$ cat src/rtl/irl_pkg.sv
package irl_pkg;

  typedef enum logic [1:0] {
    REQ_DEASSERT = 2'b00,
    REQ_ASSERT   = 2'b01,
    REQ_FLIP     = 2'b10,
    REQ_RSVD     = 2'b11
  } reqKind_e;

  // strobes from the control to the datapath for one cycle
  typedef struct packed {
    logic assertPin;  // effective assertion of the request pin
    logic clearPin;   // level de-assert of the request pin
    logic eoiClear;   // end-of-interrupt clear of the eoi pin
    logic bumpEdge;   // redundant edge assert seen
    logic bumpLevel;  // redundant level assert seen
  } strobes_t;

endpackage

$ cat src/rtl/irl_ctrl.sv
module irl_ctrl
  import irl_pkg::*;
#(
  parameter int NUM_PINS = 24,
  parameter int PIN_W    = 5
) (
  input  logic                reqValid,
  input  logic [PIN_W-1:0]    reqPin,
  input  logic [1:0]          reqKind,
  input  logic                eoiValid,
  input  logic [PIN_W-1:0]    eoiPin,
  input  logic [NUM_PINS-1:0] trigLevel,
  input  logic [NUM_PINS-1:0] irrBits,
  output strobes_t            strobes
);

  logic reqOk;
  logic eoiOk;
  logic isLevel;
  logic prevSet;

  always_comb begin
    reqOk   = reqValid && (32'(reqPin) < NUM_PINS);
    eoiOk   = eoiValid && (32'(eoiPin) < NUM_PINS);
    isLevel = reqOk && trigLevel[reqPin];
    // the end-of-interrupt clear is applied before the request is decided
    prevSet = reqOk && irrBits[reqPin] && !(eoiOk && (eoiPin == reqPin));

    strobes          = '0;
    strobes.eoiClear = eoiOk;
    if (reqOk) begin
      unique case (reqKind_e'(reqKind))
        REQ_ASSERT: begin
          if (isLevel) begin
            strobes.assertPin = 1'b1;
            strobes.bumpLevel = prevSet;
          end else if (prevSet) begin
            strobes.bumpEdge = 1'b1;
          end else begin
            strobes.assertPin = 1'b1;
          end
        end
        REQ_FLIP:     strobes.assertPin = 1'b1;
        REQ_DEASSERT: strobes.clearPin  = isLevel;
        default:      ;
      endcase
    end
  end

endmodule

$ cat src/rtl/irl_datapath.sv
module irl_datapath
  import irl_pkg::*;
#(
  parameter int NUM_PINS = 24,
  parameter int PIN_W    = 5,
  parameter int TAG_W    = 32,
  parameter int CNT_W    = 32
) (
  input  logic                clk,
  input  logic                rstN,
  input  strobes_t            strobes,
  input  logic [PIN_W-1:0]    reqPin,
  input  logic [PIN_W-1:0]    eoiPin,
  input  logic [TAG_W-1:0]    reqTag,
  input  logic [PIN_W-1:0]    tagSelPin,
  output logic [TAG_W-1:0]    tagSelData,
  output logic [NUM_PINS-1:0] irrBits,
  output logic [CNT_W-1:0]    edgeCnt,
  output logic [CNT_W-1:0]    levelCnt,
  output logic                deliverValid,
  output logic [PIN_W-1:0]    deliverPin
);

  localparam logic [TAG_W-1:0] MULTI_TAG = TAG_W'(1) << (TAG_W - 1);

  logic [NUM_PINS-1:0][TAG_W-1:0] tagFlat;

  for (genvar g = 0; g < NUM_PINS; g++) begin : g_entry
    logic             irrQ;
    logic [TAG_W-1:0] tagQ;
    logic             eoiHit;
    logic             setHit;
    logic             clrHit;
    logic [TAG_W-1:0] baseTag;

    assign eoiHit  = strobes.eoiClear  && (eoiPin == PIN_W'(g));
    assign setHit  = strobes.assertPin && (reqPin == PIN_W'(g));
    assign clrHit  = strobes.clearPin  && (reqPin == PIN_W'(g));
    assign baseTag = eoiHit ? '0 : tagQ;

    always_ff @(posedge clk) begin
      if (!rstN) begin
        irrQ <= 1'b0;
        tagQ <= '0;
      end else if (setHit) begin
        irrQ <= 1'b1;
        tagQ <= (baseTag == '0) ? reqTag : MULTI_TAG;
      end else begin
        if (eoiHit || clrHit) irrQ <= 1'b0;
        if (eoiHit)           tagQ <= '0;
      end
    end

    assign irrBits[g] = irrQ;
    assign tagFlat[g] = tagQ;
  end

  assign tagSelData = (32'(tagSelPin) < NUM_PINS) ? tagFlat[tagSelPin] : '0;

  always_ff @(posedge clk) begin
    if (!rstN) begin
      edgeCnt      <= '0;
      levelCnt     <= '0;
      deliverValid <= 1'b0;
      deliverPin   <= '0;
    end else begin
      if (strobes.bumpEdge && (edgeCnt != '1))   edgeCnt  <= edgeCnt + CNT_W'(1);
      if (strobes.bumpLevel && (levelCnt != '1)) levelCnt <= levelCnt + CNT_W'(1);
      deliverValid <= strobes.assertPin;
      if (strobes.assertPin) deliverPin <= reqPin;
    end
  end

endmodule

$ cat src/rtl/irq_request_latch.sv
module irq_request_latch
  import irl_pkg::*;
#(
  parameter int NUM_PINS = 24,
  parameter int TAG_W    = 32,
  parameter int CNT_W    = 32,
  localparam int PIN_W   = $clog2(NUM_PINS)
) (
  input  logic                clk,
  input  logic                rstN,
  input  logic                reqValid,
  input  logic [PIN_W-1:0]    reqPin,
  input  logic [1:0]          reqKind,
  input  logic [TAG_W-1:0]    reqTag,
  input  logic [NUM_PINS-1:0] trigLevel,
  input  logic                eoiValid,
  input  logic [PIN_W-1:0]    eoiPin,
  input  logic [PIN_W-1:0]    tagSelPin,
  output logic [TAG_W-1:0]    tagSelData,
  output logic [NUM_PINS-1:0] irrBits,
  output logic [CNT_W-1:0]    edgeCnt,
  output logic [CNT_W-1:0]    levelCnt,
  output logic                deliverValid,
  output logic [PIN_W-1:0]    deliverPin
);

  strobes_t strobes;

  irl_ctrl #(.NUM_PINS(NUM_PINS), .PIN_W(PIN_W)) ctrl_i (
    .reqValid (reqValid),
    .reqPin   (reqPin),
    .reqKind  (reqKind),
    .eoiValid (eoiValid),
    .eoiPin   (eoiPin),
    .trigLevel(trigLevel),
    .irrBits  (irrBits),
    .strobes  (strobes)
  );

  irl_datapath #(
    .NUM_PINS(NUM_PINS), .PIN_W(PIN_W), .TAG_W(TAG_W), .CNT_W(CNT_W)
  ) dp_i (
    .clk         (clk),
    .rstN        (rstN),
    .strobes     (strobes),
    .reqPin      (reqPin),
    .eoiPin      (eoiPin),
    .reqTag      (reqTag),
    .tagSelPin   (tagSelPin),
    .tagSelData  (tagSelData),
    .irrBits     (irrBits),
    .edgeCnt     (edgeCnt),
    .levelCnt    (levelCnt),
    .deliverValid(deliverValid),
    .deliverPin  (deliverPin)
  );

endmodule

$ cat config.mk
export PLATFORM = sky130hd
export DESIGN_NAME = irq_request_latch
export DESIGN_NICKNAME = d
export VERILOG_FILES = /design/src/rtl/irl_pkg.sv /design/src/rtl/irl_ctrl.sv /design/src/rtl/irl_datapath.sv /design/src/rtl/irq_request_latch.sv
export SDC_FILE = /design/constraint.sdc
export NUM_CORES = 2
export LEC_CHECK = 0
export ABC_AREA = 1
export BUFFER_PORTS_ARGS = -buffer_cell sky130_fd_sc_hd__buf_2
export CAP_MARGIN = 30
export CORE_ASPECT_RATIO = 1.75
export CORE_MARGIN = 10
export CORE_UTILIZATION = 50
export CTS_CLUSTER_SIZE = 40
export DETAILED_ROUTE_END_ITERATION = 8
export PLACE_DENSITY = 0.67
export SYNTH_ARGS = -nofsm -noshare
export SYNTH_HDL_FRONTEND = slang
export SYNTH_SLANG_ARGS = --single-unit
$ cat constraint.sdc
create_clock -name clk -period 3 [get_ports clk]
set_clock_uncertainty 0.05 [all_clocks]
set_input_delay 0.15 -clock clk [delete_from_list [all_inputs] [get_ports clk]]
set_output_delay 0.15 -clock clk [all_outputs]
set_load 0.1 [all_outputs]
==> flow_metrics.tcl <==
set metrics [dict create \
    outcome "complete, but fails checks" \
    violations "negative setup slack" \
    dr.pass1.iters 7 \
    grt.total_usage 0.363 \
    worstSetupPathType "reg -> out" \
    area_growth_pct 12.5 \
    hold_class "in -> reg" \
    num-nets-final 9630 \
    h-tree-depth 3 \
    cp.required_ns 2.80 \
    synth.distinct_cells 42 \
    period_share 1.05 \
    routed-wl-met3_um 22200 \
    hold_start "reqTag[28]" \
    postSynthNetCount 9737 \
    vias 64863 \
    drive_above_1_share 0.0986 \
    initial_utilization 0.503 \
    rsz0062_at_grt "yes" \
    wl_per_cell_um 22.2 \
    p_leak_nw 31.2 \
    relSlewSlack 0.270 \
    dp_slack_ns 0.0470 \
    cp.arrival_ns 2.95 \
    cts_buffers 91 \
    r2r_cells 15 \
    clock_sinks 862 \
    root_buffer "clkbuf_16" \
    design_area_um2 64500 \
    synthCells 9655 \
    min_period_ns 3.15 \
    via_per_inst 5.83 \
    setup_ws_ns -0.151 \
    finalHoldViolCount 0 \
    synth_area_per_cell_um2 5.94 \
    hold_depth 5 \
    dp_hpwl_um 166000 \
    synth-seq-area-share 0.301 \
    grt_pass1_wl_um 367000 \
    clkPwrFrac 0.418 \
    rows 164 \
    wl_met1_um 90200 \
    hold_ws_ns 0.0577 \
    internal-power_w 0.0198 \
    power.switching_w 0.00903 \
    fp.dieArea_um2 129000 \
    antenna_found_initial 14 \
    tightestPinTransition_ns 1.09 \
    setup_tns_ns -0.450 \
    clk_pin_slew_ns 0.07 \
    ant_nets 0 \
    dr_wl_met2_um 112000 \
    gp_congestion 1.06 \
    io_pins 203 \
    core_area_um2 114000 \
    p_per_area_nw_per_um2 446 \
    placedInstanceArea_um2 60900 \
    grt_start_max_net_pins 140 \
    netlist_area_um2 57400 \
    grt_overflow 0 \
    setup_viol 6 \
    drv_slew 0 \
    drc 0 \
    rr_startpoint "dp_i.g_entry[8].irrQ" \
    whs_endpoint "dp_i.g_entry[10].tagQ[28]" \
    yosysWarnings 0 \
    synth-seq-cells 862 \
    portBuffers 202 \
    cp-end-kind "output port" \
    r2r_end "dp_i.deliverPin[1]" \
    p_comb_frac 0.182 \
    max_cap_violations 0 \
    dr.max_layer_used "met5" \
    maxClockFrequency_mhz 317 \
    fp.dieW_um 276 \
    drt_iter0_drc 7584 \
    clk_path_buf_depth 3 \
    fp.dieH_um 468 \
    cts_tree "done" \
    grt_pass1_vias 59679 \
    crit_path_start_kind "register" \
    wl_um 247000 \
    crit_fanout 2 \
    cts_setup_buffers 0 \
    reg2reg_slack_ns 0.05 \
    p_sw_frac 0.314 \
    clock_latency_ns 0.73 \
    sequentialPowerShare 0.400 \
    max-vdd-ir-drop_mv 0.406 \
]
-- what timing repair did --
item                       CTS  global route
gates resized for setup      2            26
hold buffers                18             7
setup endpoints to repair    2            25
hold endpoints to repair   108            13
pin swaps                    0             3
-- how the worst max path moves through the flow --
stage | from | to | slack, ns | cells after the start
after CTS | dp_i.g_entry[9].tagQ[6] | tagSelData[6] | 0.01 | 7
after floorplan | dp_i.levelCnt[0] | dp_i.levelCnt[0] | 0.006 | 11
final | dp_i.g_entry[9].tagQ[9] | tagSelData[9] | -0.15 | 8
after global placement | reqPin[0] | dp_i.deliverPin[1] | -0.34 | 17
after global routing | dp_i.g_entry[9].tagQ[6] | tagSelData[6] | -0.1 | 7
after detailed placement | reqPin[0] | dp_i.deliverPin[1] | 0.05 | 18
-- cells in the final DEF (no fill, tap or decap), types with 28 or more instances in the layout --
| cell type | n |
|---|---|
| buf_2 | 167 |
| clkbuf_16 | 92 |
| nor2_1 | 1175 |
| o21bai_1 | 42 |
| nor2_2 | 43 |
| dfxtp_1 | 862 |
| a21oi_2 | 30 |
| a32oi_1 | 48 |
| nor3_1 | 57 |
| a21oi_1 | 170 |
| o21ai_0 | 369 |
| xor2_1 | 31 |
| o21ai_1 | 81 |
| o221ai_1 | 98 |
| buf_4 | 308 |
| buf_12 | 148 |
| nand3_4 | 28 |
| nand4_1 | 798 |
| inv_1 | 822 |
| o211ai_1 | 32 |
| nand2_1 | 3657 |
| nand3_1 | 254 |
| mux2i_1 | 84 |
-- cells by family (layout without fill, tap and decap cells) --
logic type,Yosys count,after routing,share of synthesized area
buffers and inverters,1696,1659,0.135
and+or+nand+nor,6057,6057,0.448
xor gates and xnor gates,41,41,0.00626
muxes,86,86,0.0150
adders and majority gates,5,5,0.00109
AOI/OAI and AO/OA,908,908,0.0935
other,0,5,0
DFF,862,862,0.301
-- cell usage after synthesis, drive strengths merged --
master | instances | area (µm²)
inv | 841 | 3160
a32oi | 50 | 438
nor4 | 13 | 81.3
nor2 | 1226 | 4710
o21bai | 42 | 315
nor3b | 1 | 7.51
o211ai | 32 | 240
mux2i | 86 | 861
nand3 | 284 | 1780
ha | 5 | 62.6
nand4 | 799 | 5000
buf | 468 | 3120
dfxtp | 862 | 17300
o21ai | 451 | 2260
a31oi | 3 | 18.8
o221ai | 114 | 998
nor3 | 65 | 325
a21oi | 202 | 1010
xnor2 | 10 | 87.6
clkbuf | 385 | 1450
nand3b | 1 | 7.51
o22ai | 14 | 87.6
clkinv | 2 | 8.75
nand2 | 3667 | 13800
and3 | 1 | 6.26
xor2 | 31 | 272
-- critical path, cell delays in order, from the launching register on --
cell and delay, ns:
dfxtp_1 0.34, mux2i_1 0.58, o221ai_1 0.30, nand3_1 0.23, o21ai_0 0.15, buf_4 0.18, nor2_1 0.14, a21oi_2 0.10
buf_12 0.21
-- metrics by stage --
| step | power [W] | util | std cells |
|---|---|---|---|
| final | 0.0288 | 0.566 | 11117 |
| after floorplan | 0.0148 | - | 9655 |
| after global routing | 0.0295 | 0.566 | 11113 |
| after global placement | 0.0167 | 0.531 | 10899 |
| after detailed placement | 0.0167 | 0.534 | 10916 |
| after CTS | 0.0286 | 0.562 | 11097 |
-- sequential cells by signal, indices dropped and copies added (netlist names) --
signal / count
dp_i.deliverValid: 1
dp_i.g_entry.tagQ: 768
dp_i.edgeCnt: 32
dp_i.levelCnt: 32
dp_i.g_entry.irrQ: 24
dp_i.deliverPin: 5
-- power groups by stage --
stage,logic [W],clock network [W],registers [W]
6_report,0.00524,0.0120,0.0115
5_1_grt,0.00547,0.0125,0.0115
4_1_cts,0.00500,0.0121,0.0115
3_5_place_dp,0.00496,0,0.0118
3_3_place_gp,0.00489,0,0.0118
2_1_floorplan,0.00306,0,0.0118
-- cell type report --
class                   count  area (µm²)
fillers                 11696       49500
clock inverters            36         410
flip-flops and latches    862       17300
inverters                 843        3180
well taps                1494        1870
diodes                      5        12.5
repair buffers            653        6440
multi-input cells        7097       32700
clock buffers             127        2620
-- metal layers --
metal | track usage | vias to the layer above
li1 | - | 30754
met1 | 0.418 | 29784
met2 | 0.581 | 3443
met3 | 0.0647 | 866
met4 | 0.308 | 16
met5 | 0 | -
Note: power is estimated with default switching activity, not from simulation.
